[src/rtl/offtime_chopper.sv]
module offtime_chopper #(
  parameter int TOFF_W   = 16,
  parameter int DEF_TOFF = 3000,
  parameter int BLANK    = 100
) (
  input  logic              clk,
  input  logic              rst_n,
  input  logic              en_i,
  input  logic              trip_i,
  input  logic              mixed_i,
  input  logic              pol_i,
  input  logic              zcd_i,
  input  logic [TOFF_W-1:0] toff_i,
  output logic [3:0]        gate_o
);

  localparam int BW = $clog2(BLANK + 1);
  localparam logic [3:0] AH = 4'b0001, AL = 4'b0010, BH = 4'b0100, BL = 4'b1000;

  typedef enum logic [1:0] {S_IDLE, S_DRIVE, S_OFF} st_t;

  st_t               st;
  logic [1:0]        sync;
  logic [TOFF_W-1:0] cnt, tlen, fast_len, teff;
  logic [BW-1:0]     bcnt;
  logic              mix_q, zl, off_ph, fast;
  logic [3:0]        want, nxt;

  assign teff     = (toff_i == '0) ? TOFF_W'(DEF_TOFF) : toff_i;
  assign fast_len = (tlen >> 4) * TOFF_W'(5);
  assign off_ph   = (st == S_OFF);
  assign fast     = mix_q && (cnt < fast_len);

  always_comb begin
    want = 4'b0;
    if (st == S_DRIVE)
      want = pol_i ? (BH | AL) : (AH | BL);
    else if (st == S_OFF) begin
      if (zl || zcd_i)  want = 4'b0;
      else if (fast)    want = pol_i ? (AH | BL) : (BH | AL);
      else              want = AL | BL;
    end
  end

  for (genvar k = 0; k < 2; k++) begin : g_leg
    assign nxt[2*k +: 2] = (gate_o[2*k +: 2] != 2'b00 && want[2*k +: 2] != 2'b00 &&
                            want[2*k +: 2] != gate_o[2*k +: 2]) ? 2'b00 : want[2*k +: 2];
  end

  always_ff @(posedge clk) begin
    if (!rst_n) begin
      st     <= S_IDLE;
      sync   <= 2'b0;
      cnt    <= '0;
      tlen   <= '0;
      bcnt   <= '0;
      mix_q  <= 1'b0;
      zl     <= 1'b0;
      gate_o <= 4'b0;
    end else begin
      sync <= {sync[0], trip_i};
      if (!en_i) begin
        st     <= S_IDLE;
        zl     <= 1'b0;
        gate_o <= 4'b0;
      end else begin
        gate_o <= nxt;
        case (st)
          S_IDLE: begin
            st   <= S_DRIVE;
            bcnt <= BW'(BLANK);
          end
          S_DRIVE: begin
            if (bcnt != '0) bcnt <= bcnt - BW'(1);
            else if (sync[1]) begin
              st    <= S_OFF;
              cnt   <= '0;
              tlen  <= teff;
              mix_q <= mixed_i;
              zl    <= 1'b0;
            end
          end
          S_OFF: begin
            if (zcd_i) zl <= 1'b1;
            if (cnt == tlen - TOFF_W'(1)) begin
              st   <= S_DRIVE;
              bcnt <= BW'(BLANK);
              zl   <= 1'b0;
            end else
              cnt <= cnt + TOFF_W'(1);
          end
          default: st <= S_IDLE;
        endcase
      end
    end
  end

endmodule

[config.mk]
export PLATFORM = sky130hd
export DESIGN_NAME = offtime_chopper
export DESIGN_NICKNAME = d
export VERILOG_FILES = /design/src/rtl/offtime_chopper.sv
export SDC_FILE = /design/constraint.sdc
export NUM_CORES = 1
export LEC_CHECK = 0
export ABC_AREA = 0
export CAP_MARGIN = 40
export CORE_UTILIZATION = 45
export CTS_CLUSTER_DIAMETER = 80
export DETAILED_ROUTE_END_ITERATION = 10
export GPL_TIMING_DRIVEN = 0
export SKIP_CTS_REPAIR_TIMING = 1
export SLEW_MARGIN = 20
export SYNTH_ARGS = -nofsm -noshare
export SYNTH_HDL_FRONTEND = slang
export SYNTH_SLANG_ARGS = --single-unit
export TNS_END_PERCENT = 10
[constraint.sdc]
create_clock -name clk -period 10.81 [get_ports clk]
set_input_delay 1.6215 -clock clk [delete_from_list [all_inputs] [get_ports clk]]
set_output_delay 1.6215 -clock clk [all_outputs]
set_load 0.01 [all_outputs]
==> results.py, run 1 <==
metrics = {
    "routing": {
        "finalWirelength_um": 8990,
        "first_iter_violations": 159,
        "routedWlPerCell_um": 15.3,
        "firstDrtPassIters": 4,
        "ant_nets": 0,
        "num_vias": 3465,
        "drc": 0,
        "viasPerCell": 5.88,
    },
    "worst_setup_path": {
        "r2r_slack_ns": 6.37,
        "r2r-end": "gate_o[1]$_SDFF_PP0_",
        "cp.arrival_ns": 4.60,
        "crit_slowest_cell": "dfxtp_1",
        "crit_family": "compound AO/OA/AOI/OAI gates",
        "end_kind": "flip-flop",
        "ff2ff_path_depth": 16,
        "critPathMaxStageDelay_ns": 0.52,
        "crit_buf_inv": 0,
        "path_max_fanout": 9,
        "rr_startpoint": "tlen[5]$_SDFFE_PN0P_",
        "crit_chain": "ha_1 > ha_1 > fa_1 > a21o_1 > a21oi_1 > o21bai_1 > a21oi_1 > o21bai_1 > a21oi_1 > nor4bb_1 > a211oi_1 > ha_1 > and4b_1 > a221o_1 > a31oi_1 > a2111oi_0",
        "worstSetupPathType": "reg2reg",
        "worstSetupStartpointType": "flip-flop",
        "required_ns": 10.97,
    },
    "timing": {
        "period_share": 0.411,
        "max_freq_ghz": 0.225,
        "tns_ns": 0,
        "final-hold-violation-count": 0,
        "tightest_slew_ns": 0.851,
        "rsz0062_at_grt": "no",
        "period_minus_slack_ns": 4.44,
        "max-slew-margin-rel": 0.429,
        "fin_skew_ns": 0.00659,
        "setup_violations": 0,
        "final-max-slew-violation-count": 0,
    },
    "logic_synthesis": {
        "synth_area_leaders": "dfxtp_1, ha_1, nand2_1, a21oi_1, xnor2_1",
        "yosysTopAreaCellShare": 0.267,
        "ys_seq_area_frac": 0.267,
        "synth_common_cells": "nand2_1, dfxtp_1, ha_1",
        "synth-main-ff-cell": "dfxtp_1",
        "synthArstFlopShare": 0,
        "yosysMostFrequentCell": "nand2_1",
        "postSynthAreaPerCell_um2": 8.09,
        "yosys.area.top_type": "dfxtp_1",
        "syn_area_mm2": 0.00367,
        "ys_seq_elements": 49,
        "ys_types": 60,
        "syn_inst": 454,
        "yosysWarnings": 0,
        "synthesis.nets": 520,
        "synth-edff-count": 0,
    },
    "power": {
        "leakage_nw": 1.59,
        "pwr-share-clk": 0.322,
        "peakVddDrop_uv": 54.5,
        "seqPwrFrac": 0.550,
        "p_comb_frac": 0.128,
        "power_density_mw_per_mm2": 82.3,
        "p_int_w": 0.000249,
        "swShare": 0.269,
        "netSwitchingPower_w": 0.0000915,
    },
    "clock_network": {
        "cts_buffer_depth": 2,
        "cts_buffers": 5,
        "cts.sinks": 49,
        "cts_tree": "built",
        "h-tree-depth": 2,
        "cts_root_buf": "clkbuf_8",
        "clkSlewWorstSetupHoldPaths_ns": 0.09,
        "insertion_delay_ns": 0.31,
    },
    "finish": {
        "fillers": 765,
        "area_delta_synth_final_pct": 12.7,
        "diodes": 0,
        "final_nets": 552,
        "post-route-util": 0.530,
        "drive_above_1_share": 0.0370,
    },
    "die": {
        "die_h_um": 92.4,
        "rows": 32,
        "die-area_mm2": 0.00853,
        "initial_core_util": 0.471,
        "core-area_mm2": 0.00781,
        "io_pins": 27,
        "fp.dieW_um": 92.4,
    },
    "global_routing": {
        "grt_pass1_vias": 3362,
        "grt_overflow": 0,
        "grt_usage": 0.229,
        "antenna_found_initial": 0,
        "grt_max_degree": 16,
        "grt_pass1_wl_um": 15600,
    },
    "placement": {
        "dpl.hpwl_um": 6950,
        "gp_congestion": 0.900,
        "port_buffers": 25,
    },
    "min_path": {
        "hold_class": "reg2reg",
        "hp-start": "gate_o[0]$_SDFF_PP0_",
        "min_delay_path_depth": 1,
        "hold_end": "gate_o[1]$_SDFF_PP0_",
    },
    "status": {
        "status": "finished, final reports clean",
    },
    "job": {
        "cap_violations": 0,
    },
}
==> layout by cell type (no fill, tap or decap), types with 3 or more instances in the layout <==
cell type / count
nand2_1: 51
dfxtp_1: 49
ha_1: 42
a21oi_1: 37
clkdlybuf4s50_1: 25
nor2_1: 22
xnor2_1: 21
inv_1: 19
nor3_1: 19
nand3_1: 16
o21ai_0: 16
clkbuf_1: 15
nand4_1: 11
and3_1: 10
nand2b_1: 10
a21o_1: 8
nor4_1: 8
a31oi_1: 7
xor2_1: 7
mux2i_1: 7
a211oi_1: 6
o21bai_1: 5
clkbuf_8: 5
a311oi_1: 4
a2111o_1: 4
and2_1: 4
or3_1: 4
or2_2: 3
a2111oi_0: 3
==> per-layer routing <==
layer,routed length [um],global-route usage,vias to the layer above
met4,200,0.0742,0
met1,4530,0.320,1617
li1,-,-,1749
met2,3860,0.359,85
met5,0,0,-
met3,403,0.0353,14
==> worst max-delay path by stage <==
stage | startpoint | to | slack, ns | cells past startpoint
2_1_floorplan | tlen[7]$_SDFFE_PN0P_ | gate_o[1]$_SDFF_PP0_ | 7.05 | 16
3_3_place_gp | tlen[7]$_SDFFE_PN0P_ | gate_o[3]$_SDFF_PP0_ | 6.37 | 16
3_5_place_dp | tlen[7]$_SDFFE_PN0P_ | gate_o[1]$_SDFF_PP0_ | 6.36 | 16
4_1_cts | tlen[5]$_SDFFE_PN0P_ | gate_o[1]$_SDFF_PP0_ | 6.36 | 16
5_1_grt | tlen[5]$_SDFFE_PN0P_ | gate_o[1]$_SDFF_PP0_ | 6.08 | 16
6_report | tlen[5]$_SDFFE_PN0P_ | gate_o[1]$_SDFF_PP0_ | 6.37 | 16
==> power groups by stage <==
stage               combinational [W]  sequential, W  clock, W
floorplan                   0.0000258       0.000191         0
global placement            0.0000424       0.000191         0
detailed placement          0.0000430       0.000191         0
CTS                         0.0000432       0.000187  0.000114
global route                0.0000490       0.000188  0.000121
finish                      0.0000435       0.000187  0.000110
==> through the flow <==
step | worst slack [ns] | std cells | instance area, um^2 | hold WS [ns] | total power, W
after floorplan | 7.05 | 454 | 3670 | 0.412 | 0.000216
after global placement | 6.37 | 581 | 4050 | 0.412 | 0.000234
after detailed placement | 6.36 | 581 | 4050 | 0.425 | 0.000234
after CTS | 6.36 | 589 | 4140 | 0.442 | 0.000344
after global routing | 6.08 | 589 | 4140 | 0.471 | 0.000358
final | 6.37 | 589 | 4140 | 0.433 | 0.000340
==> logic make-up after synthesis <==
family,synth area share
AOI/OAI and AO/OA,0.206
buffers and inverters,0.0388
xor gates and xnor gates,0.0668
and+or+nand+nor,0.254
muxes,0.0191
DFF,0.267
adders and majority gates,0.149
==> registers in the layout, summed over array words and instances (netlist names) <==
| register | count |
|---|---|
| bcnt | 7 |
| cnt | 16 |
| gate_o | 4 |
| mix_q | 1 |
| st | 2 |
| sync | 2 |
| tlen | 16 |
| zl | 1 |
==> final cells by class <==
class,count,area [um^2],area share
clock inverter,2,15.0,0.00363
clock buffer,6,72.6,0.0175
sequential,49,981,0.237
buffer,18,71.3,0.0172
inverter,19,71.3,0.0172
multi-input combinational,368,2550,0.616
timing repair buffer,25,250,0.0605
tap,102,128,0.0308
Note: power is estimated with default switching activity, not from simulation.
==> run 2, diff against run 1 <==
Settings changed: PLACE_DENSITY set to 0.66.
Clock period 10.81 ns to 3.8 ns, I/O delays scaled along.
==> run 2 against run 1 <==
Critical path depth unchanged. First-iteration DRC count up 25%. Sequential cell count unchanged. Clock-buffer cell count unchanged. Critical endpoint is now gate_o[3]$_SDFF_PP0_. Largest power group unchanged.
==> results.py, run 2 (synthesis gave the netlist of run 1 again) <==
metrics = {
    "die": {
        "initial_core_util": 0.471,
        "fp.dieW_um": 92.4,
        "rows": 32,
        "core-area_mm2": 0.00781,
        "die_h_um": 92.4,
        "io_pins": 27,
        "die-area_mm2": 0.00853,
    },
    "timing": {
        "final-hold-violation-count": 0,
        "max-slew-margin-rel": 0.444,
        "tightest_slew_ns": 0.828,
        "setup_violations": 0,
        "final-max-slew-violation-count": 0,
        "period_minus_slack_ns": 3.78,
        "fin_skew_ns": 0.00804,
        "setup_ws_ns": 0.0194,
        "tns_ns": 0,
        "rsz0062_at_grt": "yes",
        "period_share": 0.995,
        "max_freq_ghz": 0.265,
    },
    "clock_network": {
        "cts_buffer_depth": 2,
        "cts_root_buf": "clkbuf_8",
        "cts_tree": "built",
        "h-tree-depth": 2,
        "clkSlewWorstSetupHoldPaths_ns": 0.10,
        "cts.sinks": 49,
        "insertion_delay_ns": 0.31,
        "cts_buffers": 5,
    },
    "routing": {
        "num_vias": 3489,
        "drc": 0,
        "routedWlPerCell_um": 15.4,
        "first_iter_violations": 198,
        "ant_nets": 0,
        "firstDrtPassIters": 5,
        "finalWirelength_um": 9190,
        "viasPerCell": 5.86,
    },
    "finish": {
        "area_delta_synth_final_pct": 16.8,
        "final_cell_count_no_fill": 595,
        "top_regs": "cnt x16, tlen x16, bcnt x7",
        "layout_commonest_cell": "nand2_1",
        "diodes": 0,
        "final_nets": 558,
        "final_area_mm2": 0.00429,
        "final_cell_mix": "nand2_1, dfxtp_1, ha_1",
        "fillers": 747,
        "drive_above_1_share": 0.0892,
    },
    "worst_setup_path": {
        "path_max_fanout": 6,
        "rr_startpoint": "tlen[7]$_SDFFE_PN0P_",
        "worstSetupStartpointType": "flip-flop",
        "end_kind": "flip-flop",
        "crit_family": "compound AO/OA/AOI/OAI gates",
        "worstSetupPathType": "reg2reg",
        "ff2ff_path_depth": 16,
        "critPathMaxStageDelay_ns": 0.38,
        "crit_slowest_cell": "dfxtp_4",
        "crit_top_cell": "a21oi_2",
        "r2r_slack_ns": 0.02,
        "crit_buf_inv": 0,
        "required_ns": 4.00,
        "cp.arrival_ns": 3.98,
        "r2r-end": "gate_o[3]$_SDFF_PP0_",
        "crit_chain": "ha_4 > ha_2 > fa_2 > a21o_1 > a21oi_2 > o21bai_1 > a21oi_2 > o21bai_1 > a21oi_2 > nor4bb_1 > a211oi_1 > ha_1 > and4b_2 > a221o_1 > a31oi_4 > a2111oi_2",
    },
    "power": {
        "leakage_nw": 1.61,
        "power_density_mw_per_mm2": 226,
        "peakVddDrop_uv": 149,
        "finalPower_w": 0.000972,
    },
    "placement": {
        "dp_slack_ns": -0.707,
        "port_buffers": 25,
        "gp_congestion": 0.925,
        "dp.cells": 581,
        "placed_area_mm2": 0.00405,
        "dpl.hpwl_um": 6950,
    },
    "min_path": {
        "min_delay_path_depth": 1,
        "hold_end": "gate_o[1]$_SDFF_PP0_",
        "hp-start": "gate_o[0]$_SDFF_PP0_",
        "hold_class": "reg2reg",
    },
    "global_routing": {
        "antenna_found_initial": 0,
        "grt_pass1_wl_um": 15400,
        "grt_max_degree": 16,
        "grt_pass1_vias": 3308,
        "grt_overflow": 0,
        "grt_usage": 0.224,
    },
    "job": {
        "cap_violations": 0,
    },
    "status": {
        "status": "finished, final reports clean",
    },
}
run 2: worst max path at each step:
| stage | from | cells after the start | endpoint |
|---|---|---|---|
| after floorplan | tlen[7]$_SDFFE_PN0P_ | 16 | gate_o[1]$_SDFF_PP0_ |
| after global placement | tlen[7]$_SDFFE_PN0P_ | 16 | gate_o[1]$_SDFF_PP0_ |
| after detailed placement | tlen[7]$_SDFFE_PN0P_ | 16 | gate_o[1]$_SDFF_PP0_ |
| after CTS | tlen[5]$_SDFFE_PN0P_ | 16 | gate_o[1]$_SDFF_PP0_ |
| after global routing | tlen[7]$_SDFFE_PN0P_ | 16 | gate_o[0]$_SDFF_PP0_ |
| final | tlen[7]$_SDFFE_PN0P_ | 16 | gate_o[3]$_SDFF_PP0_ |
run 2: stage by stage:
step                      hold WS, ns  utilization
final                           0.438        0.550
after detailed placement        0.427        0.519
after CTS                       0.444        0.530
after global placement          0.413        0.519
after global routing            0.447        0.550
after floorplan                 0.412            -
run 2: cell type report:
class,count,area [um^2],share of cell area
multi-input combinational,368,2650,0.617
sequential,49,992,0.231
timing repair buffer,31,295,0.0688
tap,102,128,0.0297
clock buffer,6,72.6,0.0169
buffer,18,71.3,0.0166
inverter,19,71.3,0.0166
clock inverter,2,15.0,0.00350
run 2: report_power, final:
group          switching, W  leakage (nW)  internal, W
sequential        0.0000100         0.400     0.000522
combinational     0.0000697          1.18    0.0000566
clock              0.000184        0.0374     0.000130
run 2: metal layers:
layer  vias up  part of all wire  track usage  wire [um]
met1      1641              0.48        0.302       4430
met2        78              0.45        0.365       4110
met4         0             0.027       0.0742        249
li1       1753                 -            -          -
met5         -                 0            0          0
met3        17             0.043       0.0345        396
==> run 3, diff against run 2 <==
Settings changed: ABC_AREA 0 to 1.
==> run 3 against run 2 <==
The flow now finishes with violations (design-rule violations). Largest power group unchanged. Via count grew 23%. Sequential power hardly changed. Register-to-register slack improved by 0.19 ns. Die area increased by 12%. Clock power increased by 52%.
==> results.py, run 3 <==
metrics = {
    "logic_synthesis": {
        "yosysWarnings": 0,
        "ys_seq_area_frac": 0.237,
        "synth_mux_area_frac": 0,
        "ys_types": 41,
        "synth_common_cells": "nand2_1, inv_1, nor2_1",
        "yosysTopAreaCellShare": 0.237,
        "synthAdderAreaFrac": 0.132,
        "yosysMostFrequentCell": "nand2_1",
        "synth_area_leaders": "dfxtp_1, ha_1, nand2_1, inv_1, nor2_1",
        "synth-edff-count": 0,
        "synthXorXnorAreaFrac": 0.0656,
        "synthArstFlopShare": 0,
        "yosys.area.top_type": "dfxtp_1",
        "syn_area_mm2": 0.00414,
        "syn_inst": 627,
        "synthesis.nets": 693,
        "synth_top_family_by_area": "simple AND/OR/NAND/NOR gates",
        "postSynthAreaPerCell_um2": 6.60,
        "yosys.area_share.simple": 0.361,
        "ys_seq_elements": 49,
        "synth-compound-area-share": 0.115,
        "synth-main-ff-cell": "dfxtp_1",
    },
    "routing": {
        "firstDrtPassIters": 8,
        "ant_nets": 0,
        "drc": 1,
        "routedWlPerCell_um": 15.4,
        "first_iter_violations": 170,
        "viasPerCell": 5.58,
        "num_vias": 4292,
        "finalWirelength_um": 11800,
    },
    "finish": {
        "final_nets": 726,
        "area_delta_synth_final_pct": 14.1,
        "post-route-util": 0.536,
        "drive_above_1_share": 0.0817,
        "final_area_mm2": 0.00472,
        "diodes": 0,
        "top_regs": "cnt x16, tlen x16, bcnt x7",
        "final_cell_mix": "nand2_1, inv_1, nor2_1",
        "layout_commonest_cell": "nand2_1",
    },
    "worst_setup_path": {
        "crit_slowest_cell": "dfxtp_4",
        "critPathMaxStageDelay_ns": 0.38,
        "crit_chain": "ha_1 > ha_1 > fa_2 > nand3_2 > nand2_2 > nand2_1 > o211ai_1 > a21o_1 > a21oi_2 > xor2_1 > ha_1 > nand4_1 > inv_1 > a21oi_2 > nand4_1 > nand2_1 > nand2_1 > nand2_1 > nand3_1 > nor2_1",
        "required_ns": 4.07,
        "worstSetupPathType": "reg2reg",
        "worstSetupStartpointType": "flip-flop",
        "crit_top_cell": "nand2_1",
        "cp.arrival_ns": 3.86,
        "ff2ff_path_depth": 20,
        "end_kind": "flip-flop",
        "path_max_fanout": 5,
    },
    "timing": {
        "period_share": 0.945,
        "period_minus_slack_ns": 3.59,
        "setup_ws_ns": 0.209,
        "tightest_slew_ns": 0.883,
        "tns_ns": 0,
        "max-slew-margin-rel": 0.404,
        "max_freq_ghz": 0.278,
        "final-hold-violation-count": 0,
        "fin_skew_ns": 0.0170,
        "final-max-slew-violation-count": 0,
        "setup_violations": 0,
        "rsz0062_at_grt": "no",
    },
    "placement": {
        "dpl.hpwl_um": 9010,
        "dp_slack_ns": -0.0459,
        "port_buffers": 25,
        "gp_congestion": 0.918,
        "placed_area_mm2": 0.00453,
    },
    "global_routing": {
        "grt_pass1_vias": 4226,
        "antenna_found_initial": 0,
        "grt_overflow": 0,
        "grt_pass1_wl_um": 19800,
        "grt_usage": 0.255,
        "grt_max_degree": 17,
    },
    "status": {
        "status": "finished, violations left",
        "violations": "design-rule violations",
    },
    "die": {
        "die_h_um": 97.9,
        "io_pins": 27,
        "die-area_mm2": 0.00959,
        "initial_core_util": 0.470,
        "rows": 34,
        "fp.dieW_um": 97.9,
        "core-area_mm2": 0.00881,
    },
    "clock_network": {
        "cts.sinks": 49,
        "cts_buffer_depth": 2,
        "cts_tree": "built",
        "insertion_delay_ns": 0.33,
        "cts_buffers": 5,
        "clkSlewWorstSetupHoldPaths_ns": 0.11,
        "cts_root_buf": "clkbuf_8",
        "h-tree-depth": 2,
    },
    "power": {
        "peakVddDrop_uv": 211,
        "pwr-share-clk": 0.405,
        "netSwitchingPower_w": 0.000327,
        "seqPwrFrac": 0.450,
        "p_comb_frac": 0.145,
        "power_density_mw_per_mm2": 250,
        "leakage_nw": 2.24,
        "swShare": 0.276,
        "p_int_w": 0.000855,
    },
    "min_path": {
        "hold_class": "reg2reg",
        "min_delay_path_depth": 2,
    },
    "job": {
        "cap_violations": 0,
    },
}
## run 3: cell count changes after synthesis, sizes merged, moves of 10 or more
cell | before | now
a21oi | 37 | 47
and3 | 10 | 0
inv | 19 | 82
nand2 | 51 | 140
nand2b | 10 | 0
nand3 | 16 | 50
nand4 | 11 | 33
nor2 | 22 | 78
nor3 | 19 | 9
xnor2 | 21 | 8
xor2 | 7 | 23
## run 3: critical path: cells and delay by family (launching register included)
kind | cells | cell delay, ns
XOR/XNOR | 1 | 0.18
buffers and inverters | 1 | 0.07
adder cells (fa/ha/maj) | 4 | 1.17
flip-flops | 1 | 0.38
AO/OA/AOI/OAI | 4 | 0.68
AND/OR/NAND/NOR | 10 | 1.01
## run 3: final cells by class
cell class                      instances  area [um^2]
Inverter                               82          308
Fill cell                             879         4080
Sequential cell                        49          992
Clock inverter                          3         68.8
Clock buffer                            5         68.8
Timing Repair Buffer                   26          255
Buffer                                 14         66.3
Multi-Input combinational cell        482         2830
Tap cell                              108          135
## run 3: cell families after synthesis
| kind of cell | count (synthesis) |
|---|---|
| AND/OR/NAND/NOR | 325 |
| flip-flops | 49 |
| XOR/XNOR | 31 |
| AO/OA/AOI/OAI | 83 |
| buffers and inverters | 96 |
| adder cells (fa/ha/maj) | 43 |
## run 3: power groups by stage
stage | registers, W | clock network (W) | logic [W]
3_3_place_gp | 0.000544 | 0 | 0.000165
3_5_place_dp | 0.000545 | 0 | 0.000168
2_1_floorplan | 0.000543 | 0 | 0.000110
6_report | 0.000532 | 0.000478 | 0.000171
4_1_cts | 0.000533 | 0.000481 | 0.000169
5_1_grt | 0.000534 | 0.000501 | 0.000191
## run 3: metrics by stage
| stage | hold WS (ns) | power (W) | instances |
|---|---|---|---|
| global route | 0.476 | 0.00123 | 769 |
| CTS | 0.458 | 0.00118 | 769 |
| detailed placement | 0.436 | 0.000712 | 761 |
| finish | 0.457 | 0.00118 | 769 |
| floorplan | 0.390 | 0.000652 | 627 |
| global placement | 0.456 | 0.000709 | 760 |
## run 3: metal layers
layer	routed length [um]	vias up	GRT usage
met1	5500	1994	0.327
li1	-	2156	-
met4	284	0	0.0967
met2	5560	119	0.434
met3	496	23	0.0322
met5	0	-	0
## run 3: path summary, 6_finish.rpt
path / startpoint / to / slack [ns]
worst min register to register: sync[0]$_SDFF_PN0_ / sync[1]$_SDFF_PN0_ / 0.46
worst min-delay path: sync[0]$_SDFF_PN0_ / sync[1]$_SDFF_PN0_ / 0.46
worst max register to register: tlen[7]$_SDFFE_PN0P_ / gate_o[1]$_SDFF_PP0_ / 0.21
worst max-delay path: tlen[7]$_SDFFE_PN0P_ / gate_o[1]$_SDFF_PP0_ / 0.21
